`src/rtl/adc_seq_pkg.sv`:
```
package adc_seq_pkg;
  typedef enum logic [2:0] {
    ST_IDLE = 3'd0,
    ST_LEAD = 3'd1,
    ST_SOC  = 3'd2,
    ST_CONV = 3'd3,
    ST_STB  = 3'd4,
    ST_HOLD = 3'd5,
    ST_NEXT = 3'd6
  } seq_state_e;
endpackage

```
`src/rtl/us_tick_gen.sv`:
```
module us_tick_gen #(
  parameter int CLK_PER_US = 100,
  parameter int PRE_W      = $clog2(CLK_PER_US + 1)
) (
  input  logic clk,
  input  logic rst,
  input  logic run,
  output logic tick
);
  localparam logic [PRE_W-1:0] LAST = PRE_W'(CLK_PER_US - 1);

  logic [PRE_W-1:0] pre_cnt;

  always_ff @(posedge clk) begin
    if (rst || !run)        pre_cnt <= '0;
    else if (pre_cnt == LAST) pre_cnt <= '0;
    else                    pre_cnt <= pre_cnt + 1'b1;
  end

  assign tick = run && (pre_cnt == LAST);

  AST_TICK_SPACED: assert property (@(posedge clk) disable iff (rst)
    tick |=> !tick);
endmodule

```
`src/rtl/start_edge.sv`:
```
module start_edge (
  input  logic clk,
  input  logic rst,
  input  logic start,
  output logic rise
);
  logic start_q;

  always_ff @(posedge clk) begin
    if (rst) start_q <= 1'b0;
    else     start_q <= start;
  end

  assign rise = start && !start_q;
endmodule

```
`src/rtl/phase_timer.sv`:
```
module phase_timer #(
  parameter int CNT_W = 8
) (
  input  logic             clk,
  input  logic             rst,
  input  logic             clear,
  input  logic             tick,
  input  logic [CNT_W-1:0] limit,
  output logic             expire
);
  logic [CNT_W-1:0] us_cnt;

  assign expire = tick && (us_cnt == limit - 1'b1);

  always_ff @(posedge clk) begin
    if (rst || clear || expire) us_cnt <= '0;
    else if (tick)              us_cnt <= us_cnt + 1'b1;
  end

  AST_TIMER_BOUND: assert property (@(posedge clk) disable iff (rst)
    us_cnt < limit);
endmodule

```
`src/rtl/adc_scan_seq.sv`:
```
module adc_scan_seq
  import adc_seq_pkg::*;
#(
  parameter int CLK_PER_US = 100,
  parameter int NUM_CH     = 16,
  parameter int DATA_W     = 8,
  parameter int SEL_W      = $clog2(NUM_CH),
  parameter int LEAD_US    = 100,
  parameter int SOC_US     = 2,
  parameter int CONV_US    = 40,
  parameter int STB_US     = 2,
  parameter int HOLD_US    = 2,
  parameter int SLOT_US    = 200
) (
  input  logic              clk,
  input  logic              rst,
  input  logic              start,
  input  logic [DATA_W-1:0] adc_data,
  output logic [SEL_W-1:0]  ch_sel,
  output logic              adc_soc,
  output logic              adc_strobe,
  output logic [DATA_W-1:0] sample_data,
  output logic              scan_done
);
  localparam int NEXT_US = SLOT_US - LEAD_US - SOC_US - CONV_US - STB_US - HOLD_US;
  localparam int CNT_W   = $clog2(SLOT_US + 1);
  localparam logic [SEL_W-1:0] LAST_CH = SEL_W'(NUM_CH - 1);

  seq_state_e       state, nxt;
  logic             rise, tick, expire;
  logic [CNT_W-1:0] limit;

  start_edge u_edge (
    .clk   (clk),
    .rst   (rst),
    .start (start),
    .rise  (rise)
  );

  us_tick_gen #(.CLK_PER_US(CLK_PER_US)) u_tick (
    .clk  (clk),
    .rst  (rst),
    .run  (state != ST_IDLE),
    .tick (tick)
  );

  phase_timer #(.CNT_W(CNT_W)) u_timer (
    .clk    (clk),
    .rst    (rst),
    .clear  (state == ST_IDLE),
    .tick   (tick),
    .limit  (limit),
    .expire (expire)
  );

  always_comb begin
    case (state)
      ST_LEAD: limit = CNT_W'(LEAD_US);
      ST_SOC:  limit = CNT_W'(SOC_US);
      ST_CONV: limit = CNT_W'(CONV_US);
      ST_STB:  limit = CNT_W'(STB_US);
      ST_HOLD: limit = CNT_W'(HOLD_US);
      ST_NEXT: limit = CNT_W'(NEXT_US);
      default: limit = CNT_W'(1);
    endcase
  end

  always_comb begin
    case (state)
      ST_IDLE: nxt = ST_LEAD;
      ST_LEAD: nxt = ST_SOC;
      ST_SOC:  nxt = ST_CONV;
      ST_CONV: nxt = ST_STB;
      ST_STB:  nxt = ST_HOLD;
      ST_HOLD: nxt = ST_NEXT;
      ST_NEXT: nxt = (ch_sel == '0) ? ST_IDLE : ST_LEAD;
      default: nxt = ST_IDLE;
    endcase
  end

  always_ff @(posedge clk) begin
    if (rst) begin
      state       <= ST_IDLE;
      ch_sel      <= '0;
      adc_soc     <= 1'b0;
      adc_strobe  <= 1'b0;
      sample_data <= '0;
      scan_done   <= 1'b0;
    end else begin
      scan_done <= 1'b0;
      if (state == ST_IDLE) begin
        ch_sel <= '0;
        if (rise) state <= ST_LEAD;
      end else if (expire) begin
        state      <= nxt;
        adc_soc    <= (nxt == ST_SOC);
        adc_strobe <= (nxt == ST_STB);
        if (nxt == ST_STB)  sample_data <= adc_data;
        if (nxt == ST_NEXT) ch_sel <= (ch_sel == LAST_CH) ? '0 : ch_sel + 1'b1;
        if (nxt == ST_IDLE) scan_done <= 1'b1;
      end
    end
  end

  AST_IDLE_QUIET: assert property (@(posedge clk) disable iff (rst)
    (state == ST_IDLE) |-> (!adc_soc && !adc_strobe));
  AST_SOC_STB_EXCL: assert property (@(posedge clk) disable iff (rst)
    !(adc_soc && adc_strobe));
  AST_SOC_WIDE: assert property (@(posedge clk) disable iff (rst)
    $rose(adc_soc) |=> adc_soc);
  AST_DATA_ON_STROBE: assert property (@(posedge clk) disable iff (rst)
    !$stable(sample_data) |-> $rose(adc_strobe));
  AST_SEL_STEP: assert property (@(posedge clk) disable iff (rst)
    (ch_sel != $past(ch_sel)) |-> (ch_sel == (($past(ch_sel) == LAST_CH) ? '0 : $past(ch_sel) + 1'b1)));
  AST_DONE_PULSE: assert property (@(posedge clk) disable iff (rst)
    scan_done |=> !scan_done);
  AST_DONE_IDLE: assert property (@(posedge clk) disable iff (rst)
    scan_done |-> (ch_sel == '0 && state == ST_IDLE));
endmodule

```
`config.mk`:
```
export PLATFORM = sky130hd
export DESIGN_NAME = adc_scan_seq
export DESIGN_NICKNAME = d
export VERILOG_FILES = /design/src/rtl/adc_seq_pkg.sv /design/src/rtl/us_tick_gen.sv /design/src/rtl/start_edge.sv /design/src/rtl/phase_timer.sv /design/src/rtl/adc_scan_seq.sv
export SDC_FILE = /design/constraint.sdc
export NUM_CORES = 1
export LEC_CHECK = 0
export BUFFER_PORTS_ARGS = -buffer_cell sky130_fd_sc_hd__buf_2
export CAP_MARGIN = 15
export CELL_PAD_IN_SITES_DETAIL_PLACEMENT = 1
export CELL_PAD_IN_SITES_GLOBAL_PLACEMENT = 1
export CORE_AREA = 2 2 69 64
export CTS_CLUSTER_SIZE = 8
export DETAILED_ROUTE_END_ITERATION = 10
export DIE_AREA = 0 0 71 66
export PLACE_DENSITY_LB_ADDON = 0.12
export SYNTH_ARGS = -nofsm -noshare
export SYNTH_HDL_FRONTEND = slang
export SYNTH_SLANG_ARGS = --single-unit
export TNS_END_PERCENT = 100
```
`constraint.sdc`:
```
create_clock -name clk -period 6.9 [get_ports clk]
set_input_delay 0.69 -clock clk [delete_from_list [all_inputs] [get_ports clk]]
set_output_delay 0.69 -clock clk [all_outputs]
set_load 0.05 [all_outputs]
```
# Word level (Yosys, flattened, before mapping)
# Cells that the tools add are included.
# Widths: inputs -> output; s select.
# totals
regBits	34
input_bits	11
output_inout_bits	15
elab_cells	57
# op_classes
addsub	4
n_eq_ne	13
muxes	8
bitwise	2
n_reduce_logical	21
# ops
cell	n
$pmux 7 s4	1
$pmux 3 s7	1
$eq 3x3->1 const B	5
$eq 3x2->1 const B	3
$mux 3	3
$add 8x1->8 const B	1
$eq 8x8->1	1
$sub 7x1->8 const B	1
$add 7x1->7 const B	1
$eq 7x7->1 const B	1
$logic_not 3->1	2
$reduce_and 2->1	3
$reduce_or 3->1	2
$add 4x1->4 const B	1
$eq 4x4->1 const B	1
$logic_not 4->1	1
$mux 4	1
$reduce_or 2->1	2
$eq 3x1->1 const B	1
$logic_and 1x1->1	3
$logic_or 1x1->1	3
$reduce_and 3->1	1
$reduce_bool 3->1	1
$logic_not 1->1	2
4 further kinds	6

# Logic depth before layout (Yosys ltp)
# Gate-level depths: netlist of run 1.
# depth
word_depth	8
ltp_mapped	9
depth_no_buf	7

# Hierarchy
# A second synthesis of run 1 with hierarchy kept.
# unflattened
hier_cells	216
hier_area_um2	1839.3
# by_module_without_submodules
module	instances	cells_each	area_each_um2	seq_area_each_um2
adc_scan_seq	1	104	835.8	360.3
phase_timer	1	74	635.6	160.2
us_tick_gen	1	35	320.3	140.1
start_edge	1	3	47.5	20.0

# Least setup slack after synthesis of run 1
# No wires, ideal clock.
# synth_timing
path_type	register to register
from	reg u_tick.pre_cnt[2]
to	reg ch_sel[2]
setup_time_ns	0.070
arrival_time_ns	2.196
required_time_ns	6.830
setup_slack_ns	4.634
path_stages_with_launch	7
n_path_buf	0
period_less_slack_ns	2.266
cell_sequence	dfxtp_1 or4b_4 or2_4 nor4_4 nand4b_4 or4_1 a21oi_1
# synth_via
elab_chain_cells	4
# synth_rtl
item	line_no	source
start, declared	us_tick_gen.sv:12	logic [PRE_W-1:0] pre_cnt;
start signal, assigned	us_tick_gen.sv:17	else pre_cnt <= pre_cnt + 1'b1;
$eq 7x7->1	us_tick_gen.sv:20	assign tick = run && (pre_cnt == LAST);
$logic_and 1x1->1	us_tick_gen.sv:20	
$logic_and 1x1->1	phase_timer.sv:13	assign expire = tick && (us_cnt == limit - 1'b1);
$reduce_and 2->1 (no source line)	--	
end signal, assigned	adc_scan_seq.sv:99	if (nxt == ST_NEXT) ch_sel <= (ch_sel == LAST_CH) ? '0 : ch_sel + 1'b1;
end, declared	adc_scan_seq.sv:19	output logic [SEL_W-1:0] ch_sel,
# No other way between the ends.
# A chain may end at the register's enable or synchronous reset.

# Worst setup path after layout of run 1
# layout_timing
from	reg state[1]
to	reg adc_soc
# layout_via
elab_chain_cells	7
word_cells_on_any_way	18
classes_between	add/sub (1); eq/ne (8); mux (2); bitwise (1); reduce/logical (6)
# layout_rtl
item	line_no	source
start, declared	adc_scan_seq.sv:29	seq_state_e state, nxt;
start signal, assigned	adc_scan_seq.sv:95	state <= nxt;
$eq 3x3->1 / $eq 3x2->1 (equally long branches)	adc_scan_seq.sv:57, adc_scan_seq.sv:69	
$reduce_or 3->1 (no source line)	--	
$pmux 7 s4	adc_scan_seq.sv:57	case (state)
$sub 7x1->8	phase_timer.sv:13	
$eq 8x8->1	phase_timer.sv:13	
$logic_and 1x1->1	phase_timer.sv:13	
$reduce_and 2->1 (no source line)	--	
end signal, assigned	adc_scan_seq.sv:96	adc_soc <= (nxt == ST_SOC);
end, declared	adc_scan_seq.sv:20	output logic adc_soc,
# Several ways; a longest one is shown, not always the timed one.

==> run metrics, run 1 <==
Async SR Flop Fraction=0; count of final setup violators=0; NetSw=0.0000891 W; Synth Warn #=0; Hold Crit Class=register to register; post-layout net count=243; vias in the first global route=1599; status=finished, final reports clean; DRC violations left=0; Cell Count, Final, Fillers Out=276; Power Density=188 mW/mm2; fin crit period=2.96 ns; hold buffers post-CTS=0; switching portion of total power=0.244; Critical Path Max Stage Delay=0.83 ns; fmax=338 MHz; CP max FO=24; Yosys cell types=46; worst-path cell chain=o21ai_0, a222oi_1, and4b_1, mux2_2, nor2_1; Syn Area/Cell=8.42 um2; Setup TNS=0 ns; initial antenna violation count=0; grt total ovfl=0; Primary FF master, synth=dfxtp_1; post-DP HPWL=3.16 mm; cells after synthesis=205; Logic pwr share=0.062; total track usage=0.203; Clk network pwr share=0.389; H-tree depth=2; initial DRC count=93; Hold Vio Cnt, Final=0; WP buf/inv=0; R2R cell count=5; worst reg2reg startpoint=state[1]; number of enable flip-flop cells after synthesis=0; Die Area=0.00469 mm2; Final Max Slew Viols=0; DRT antenna net count=0; Post-CTS Setup Bufs=0; Seq cells post-synth=34; Hold EP=adc_strobe; First-pass DRT Iterations=4; Max-Cap Viols=0; Area growth syn-to-layout=12.8%; critical path required time=7.13 ns; CP Launch Type=register; Worst VDD drop=0.104 mV; syn_nets=220; I/O pins=26; Vias/cell=5.62; cell area after synthesis=0.00173 mm2; Pint=0.000276 W; slowest CP cell=dfxtp_1; Clock Path Buffers=2; crit-path leading delay family=compound AO/OA/AOI/OAI gates; Starting Density=0.432; first-pass GRT wire length=7.39 mm; via count=1550; CTS clock-pin slew for the worst setup and hold paths=0.07 ns; worst-margin pin slew=0.779 ns; cell area after layout=0.00195 mm2; worst skew pair latency=0.29 ns; die width=71 um; placed cell area=0.00187 mm2; fill count=484; area of the multi-input gates=970 um2; share of cells above drive strength 1=0.180; routed len/inst=15.9 um; final wirelength=4.38 mm; Num CTS Buffers=5; RR Endpoint=adc_soc; root buf cell=clkbuf_8; Layout Skew=0.00488 ns; pin count of the biggest net entering global routing=25; I/O Buffers=25; CTS tree=built; core area=0.00399 mm2; post-synthesis sequential area ratio=0.394; Post-CTS Resized=0; Ant. Diodes=0; Hold Crit Depth=2; Max-Slew Margin vs Limit=0.480; unrepaired setup endpoints after global routing=false; # placed instances=269; Leak=0.690 nW; gp weighted congestion=0.793; critical path class=register to register; CP Capture Type=register; FF+latch area=681 um2; row cnt=22; worst reg2reg setup slack=3.94 ns; Hold Startpoint=adc_strobe; sequential power share=0.549; WP data arrival=3.19 ns; final worst path period share=0.429; Clock Sinks=34; Overall Power=0.000365 W; die height=66 um
per-stage QoR:
step	setup slack (ns)	utilization	hold slack (ns)
after global routing	3.77	0.487	0.486
final	3.94	0.487	0.456
after detailed placement	3.99	0.468	0.449
after global placement	4.19	0.468	0.432
after CTS	3.99	0.487	0.458
after floorplan	4.63	-	0.413
cell usage after synthesis (all sizes together), types with 2 or more instances:
library cell  count  area (um2)
a21boi            2        15.0
a21oi            18        90.1
and3              3        21.3
and3b             2        17.5
buf               4        22.5
clkbuf            5        18.8
dfxtp            34         681
ha                4        50.1
inv               9        33.8
nand2            16        60.1
nand3             6        30.0
nand4            10        62.6
nand4b            4        50.1
nor2             24        90.1
nor2b             5        31.3
nor3              2        10.0
nor4              3        33.8
nor4b             2        17.5
o21ai            17        85.1
or2               3        21.3
xnor2             7        61.3
xor2              6        52.6
worst register-to-register path: stages, from the launching register on:
cell and delay [ns]:
dfxtp_1 0.83, o21ai_0 0.18, a222oi_1 0.73, and4b_1 0.67
mux2_2 0.40, nor2_1 0.09
routing by layer:
layer	global-route usage	part of all wire	vias up
li1	-	-	777
met1	0.245	0.46	735
met2	0.341	0.48	30
met3	0.0457	0.038	8
met4	0.0991	0.018	0
met5	0	0	-
flip-flops by register name (all words and copies together) (netlist names):
| signal | flops |
|---|---|
| u_timer.us_cnt | 8 |
| scan_done | 1 |
| adc_strobe | 1 |
| adc_soc | 1 |
| sample_data | 8 |
| ch_sel | 4 |
| u_edge.start_q | 1 |
| u_tick.pre_cnt | 7 |
| state | 3 |
worst max-delay path by stage:
stage	start	to	slack (ns)	depth (start not counted)
finish	state[1]	adc_soc	3.94	5
global route	state[1]	adc_soc	3.77	5
CTS	state[1]	adc_soc	3.99	5
detailed placement	state[1]	adc_soc	3.99	5
global placement	state[1]	adc_soc	4.19	5
floorplan	u_tick.pre_cnt[2]	ch_sel[2]	4.63	6
area by class of cell:
class,instances,share of cell area
multi-input combinational,153,0.498
sequential,34,0.350
timing repair buffer,25,0.0643
clock buffer,7,0.0392
tap,48,0.0309
inverter,9,0.0174
placed cells by master, fill, tap and decap left out, types with 3 or more instances in the layout:
cell type / instances
dfxtp_1: 34
xnor2_1: 7
ha_1: 4
nand4_1: 10
buf_2: 25
o21ai_0: 17
nand3_1: 6
inv_1: 9
nor2b_1: 5
nand4b_1: 3
nor2_1: 24
xor2_1: 6
clkbuf_8: 5
a21oi_1: 18
nand2_1: 16
cell families after synthesis:
logic type / after synthesis / share of synthesized area
compound gates: 45 / 0.149
xor+xnor: 13 / 0.0660
fa+ha+maj: 4 / 0.0290
buf+inv: 18 / 0.0435
flops: 34 / 0.394
mux: 1 / 0.00653
simple gates: 90 / 0.311
power by group through the flow:
stage	Sequential, W	Combinational, W	Clock [W]
2_1_floorplan	0.000203	0.0000170	0
3_3_place_gp	0.000204	0.0000217	0
3_5_place_dp	0.000205	0.0000223	0
4_1_cts	0.000200	0.0000225	0.000145
5_1_grt	0.000201	0.0000248	0.000151
6_report	0.000200	0.0000226	0.000142
Power figures use the tool's default switching activity.
==> run 2, diff against run 1 <==
ABC_AREA = 1   (was default)
CORE_AREA = 2 2 76 71   (was 2 2 69 64)
DIE_AREA = 0 0 78 73   (was 0 0 71 66)
clock period = 3.01 ns   (was 6.9 ns; I/O delays follow)
==> run 2 against run 1 <==
Compared with the run above: power increased to 2.7 times the previous value; flip-flop and latch count unchanged; critical path depth increased by 4; global-route usage fell by 2.9 points; worst setup slack worse by 3.2 ns; clock power increased by 130%; sequential share of layout area decreased by 3.7 points; sequential power up 140%; critical endpoint is now sample_data[4].
==> run metrics, run 2 <==
Layout Skew=0.00634 ns; Overall Power=0.000992 W; Post-CTS Setup Bufs=0; Top Registers=sample_data (8), u_timer.us_cnt (8), u_tick.pre_cnt (7); area of the multi-input gates=0.00104 mm2; Seq cells post-synth=34; status=finished, final reports clean; Hold Startpoint=rst; first-pass GRT wire length=7.82 mm; routed len/inst=12.1 um; most frequent cells in the layout=nand2_1, nor2_1, inv_1; fmax=450 MHz; Hold Crit Class=input port to register; DRC violations left=0; CP most frequent cell=nor2_1; ranking of synthesized cells by area=dfxtp_1, nand2_1, nor2_1, nand3_1, inv_1; post-synthesis sequential area ratio=0.356; Syn Area/Cell=6.73 um2; worst-margin pin slew=0.637 ns; Max-Slew Margin vs Limit=0.575; fin crit period=2.22 ns; CP Launch Type=register; worst-path cell chain=ha_1, inv_1, nor2_1, nand3_1, nor2_2, and3_1, nand4_2, nor2_1, nor2_1; Pint=0.000673 W; Starting Density=0.382; root buf cell=clkbuf_8; FF+latch area=681 um2; number of enable flip-flop cells after synthesis=0; Clock Path Buffers=2; First-pass DRT Iterations=4; cells after synthesis=284; via count=1809; total track usage=0.174; final worst path period share=0.738; Yosys cell types=34; fill count=683; Final Max Slew Viols=0; worst skew pair latency=0.29 ns; Leak=1.01 nW; placed cell area=0.00210 mm2; Clock Sinks=34; Yosys top cell area share=0.356; H-tree depth=2; core area=0.00500 mm2; CP Capture Type=register; hold buffers post-CTS=0; post-layout net count=327; Power Density=456 mW/mm2; CP max FO=15; syn_nets=299; worst reg2reg startpoint=u_tick.pre_cnt[0]; leading area contributor after synthesis=dfxtp_1; unrepaired setup endpoints after global routing=false; top-count cell post-synth=nand2_1; Vias/cell=4.77; DRT antenna net count=0; share of cells above drive strength 1=0.179; critical path class=register to register; I/O Buffers=25; row cnt=25; initial antenna violation count=0; WP data arrival=2.40 ns; Logic pwr share=0.193; commonest cells in the netlist=nand2_1, nor2_1, inv_1, dfxtp_1, nand3_1; CTS clock-pin slew for the worst setup and hold paths=0.07 ns; Max-Cap Viols=0; NetSw=0.000319 W; Ant. Diodes=0; Post-CTS Resized=0; final wirelength=4.60 mm; pin count of the biggest net entering global routing=16; Die Area=0.00569 mm2; crit-path leading delay family=simple AND/OR/NAND/NOR gates; Cell Count, Final, Fillers Out=379; gp weighted congestion=0.840; vias in the first global route=1701; CTS tree=built; switching portion of total power=0.322; I/O pins=26; Critical Path Max Stage Delay=0.51 ns; cell area after synthesis=0.00191 mm2; # placed instances=372; Crit. Startpoint=u_tick.pre_cnt[0]; Async SR Flop Fraction=0; grt total ovfl=0; Primary FF master, synth=dfxtp_1; most common cell after layout, fill and taps aside=nand2_1; slowest CP cell=nor2_2; cell area after layout=0.00217 mm2; WP buf/inv=1; die width=78 um; Clk network pwr share=0.325; die height=73 um; count of final setup violators=0; Synth Warn #=0; sequential power share=0.483; Area growth syn-to-layout=13.8%; post-layout util=0.435; post-DP HPWL=3.62 mm; initial DRC count=55; Setup TNS=0 ns; Hold Vio Cnt, Final=0; Worst VDD drop=0.218 mV; critical path required time=3.19 ns; Num CTS Buffers=5
[run 2: cell types whose count changed after synthesis, sizes merged, moves of 4 or more]
| cell | change |
|---|---|
| clkbuf | -4 |
| inv | +35 |
| nand2 | +55 |
| nand3 | +29 |
| nand4b | -4 |
| nor2 | +20 |
| nor2b | -5 |
| o21ai | -12 |
| xnor2 | -7 |
[run 2: cell families after synthesis]
logic type | synth area share
flops | 0.356
fa+ha+maj | 0.0262
xor+xnor | 0.0138
simple gates | 0.426
buf+inv | 0.101
compound gates | 0.0760
[run 2: metal layers]
layer | GRT usage | routed length (um)
met5 | 0 | 0
met4 | 0.0585 | 64
met3 | 0.0359 | 102
met2 | 0.270 | 2050
met1 | 0.241 | 2390
[run 2: worst paths after layout]
kind	slack (ns)	cells past startpoint	end
hold reg to reg	0.45	1	u_tick.pre_cnt[0]
hold / removal	0.23	2	adc_strobe
setup reg to reg	0.79	9	sample_data[4]
setup / recovery	0.79	9	sample_data[4]
[run 2: layout make-up]
type,count,area share
clock buffers,5,0.0316
multi-input cells,201,0.476
repair buffers,25,0.0575
well taps,67,0.0385
inverters,45,0.0783
flip-flops and latches,34,0.313
clock inverters,2,0.00460
[run 2: power by group through the flow]
stage          combinational [W]  clock (W)  sequential, W
3_5_place_dp            0.000193          0       0.000489
3_3_place_gp            0.000192          0       0.000489
5_1_grt                 0.000217   0.000348       0.000481
2_1_floorplan           0.000162          0       0.000477
6_report                0.000191   0.000322       0.000479
4_1_cts                 0.000194   0.000336       0.000479
[run 2: metrics by stage]
| stage | worst slack [ns] | hold WS (ns) |
|---|---|---|
| after detailed placement | 0.787 | 0.436 |
| after global placement | 0.846 | 0.432 |
| final | 0.789 | 0.232 |
| after global routing | 0.451 | 0.240 |
| after CTS | 0.764 | 0.223 |
| after floorplan | 1.35 | 0.370 |
==> run 3, diff against run 2 <==
clock period = 2.2 ns   (was 3.01 ns; I/O delays follow)
==> run 3 against run 2 <==
Compared with the run above: register-to-register slack got worse by 0.50 ns; die area unchanged; non-clock buffer count up 3; power is 53% higher; core utilization rose by 1.2 points; sequential power rose by 36%; critical path depth is the same; sequential share of layout area is 0.86 points lower; count of clock-buffer cells in the layout is 1 higher; clock power grew 83%; cell count rose by 0.79%.
==> run metrics, run 3 (synthesized netlist as in run 2, its figures left out) <==
status=finished, final reports clean; die height=73 um; DRT antenna net count=0; Leak=1.04 nW; CP Launch Type=register; gp weighted congestion=0.833; Power Density=678 mW/mm2; count of final setup violators=0; pin count of the biggest net entering global routing=13; final wirelength=4.71 mm; DRC violations left=0; I/O pins=26; Vias/cell=4.80; H-tree depth=2; grt total ovfl=0; WP data arrival=2.10 ns; Num CTS Buffers=5; CP Capture Type=register; Max-Slew Margin vs Limit=0.682; worst skew pair latency=0.29 ns; First-pass DRT Iterations=4; Clock Sinks=34; Layout Skew=0.0107 ns; share of cells above drive strength 1=0.187; post-DP HPWL=3.71 mm; root buf cell=clkbuf_8; Worst VDD drop=0.378 mV; vias in the first global route=1818; Max-Cap Viols=0; CP max FO=8; dpl ws=0.251 ns; via count=1835; fmax=522 MHz; Setup TNS=0 ns; worst reg2reg setup slack=0.29 ns; Critical Path Max Stage Delay=0.52 ns; critical path class=register to register; Final WS setup=0.286 ns; most common cell after layout, fill and taps aside=nand2_1; Post-CTS Setup Bufs=0; worst-path cell chain=inv_2, nand2_4, nand2_1, nand2_1, nand2_1, nor3_2, nand4_2, nor2_1, nor2_1; routed len/inst=12.3 um; Hold Vio Cnt, Final=0; Hold Crit Depth=2; core area=0.00500 mm2; first-pass GRT wire length=8.31 mm; initial DRC count=94; R2R cell count=9; slowest CP cell=dfxtp_1; CTS tree=built; Ant. Diodes=0; most frequent cells in the layout=nand2_1, nor2_1, inv_1; I/O Buffers=25; CTS clock-pin slew for the worst setup and hold paths=0.07 ns; total track usage=0.184; hold buffers post-CTS=0; post-layout net count=330; Die Area=0.00569 mm2; row cnt=25; fin crit period=1.91 ns; Starting Density=0.382; Area growth syn-to-layout=17.0%; Hold Crit Class=input port to register; worst-margin pin slew=0.475 ns; Top Registers=sample_data (8), u_timer.us_cnt (8), u_tick.pre_cnt (7); initial antenna violation count=0; die width=78 um; Clock Path Buffers=2; unrepaired setup endpoints after global routing=false; critical path required time=2.38 ns; Final Max Slew Viols=0; CP most frequent cell=nand2_1; final worst path period share=0.870
-- run 3: cell count changes in the layout (fill, tap and decap cells not counted), sizes merged --
cell	previous run	this run
buf	25	28
clkinv	3	1
bufinv	0	1
clkbuf	5	6
-- run 3: layout make-up --
cell class / instances / area [um2]
inverter: 45 / 170
clock buffer: 6 / 82.6
tap: 67 / 83.8
timing repair buffer: 28 / 148
multi-input combinational: 201 / 1040
clock inverter: 1 / 30.0
sequential: 34 / 681
fill: 678 / 2770
-- run 3: routing by layer --
| metal | vias to the layer above | wire length (um) | share of wire | GRT usage |
|---|---|---|---|---|
| met4 | 0 | 44 | 0.0093 | 0.0409 |
| met3 | 7 | 186 | 0.039 | 0.0396 |
| met1 | 836 | 2300 | 0.49 | 0.249 |
| li1 | 963 | - | - | - |
| met2 | 29 | 2190 | 0.46 | 0.304 |
| met5 | - | 0 | 0 | 0 |
-- run 3: metrics by stage --
step / hold WS (ns) / total power, W / utilization / cells / cell area (um2)
4_1_cts: 0.151 / 0.00153 / 0.446 / 382 / 2230
3_5_place_dp: 0.448 / 0.000938 / 0.423 / 375 / 2120
2_1_floorplan: 0.289 / 0.000874 / - / 284 / 1910
6_report: 0.146 / 0.00152 / 0.447 / 382 / 2240
5_1_grt: 0.155 / 0.00160 / 0.447 / 382 / 2240
3_3_place_gp: 0.430 / 0.000932 / 0.423 / 375 / 2120
-- run 3: worst paths after layout --
check	startpoint	endpoint
max	state[2]	sample_data[3]
min	rst	adc_strobe
max reg2reg	state[2]	sample_data[3]
min reg2reg	u_tick.pre_cnt[0]	u_tick.pre_cnt[0]
-- run 3: timing repair --
action                                  4_1_cts  5_1_grt
endpoints found under the hold margin         0        0
resized for setup                             0        1
endpoints found under the setup margin        0        1
-- run 3: where the power goes --
group	internal, W	switching (W)	total, W
clock	0.000362	0.000228	0.000590
combinational	0.0000824	0.000191	0.000274
sequential	0.000629	0.0000229	0.000652
-- run 3: critical path, delay by kind of cell (launching register included) --
kind,cells,cell delay [ns]
buffers and inverters,1,0.15
DFF,1,0.52
and+or+nand+nor,8,1.13
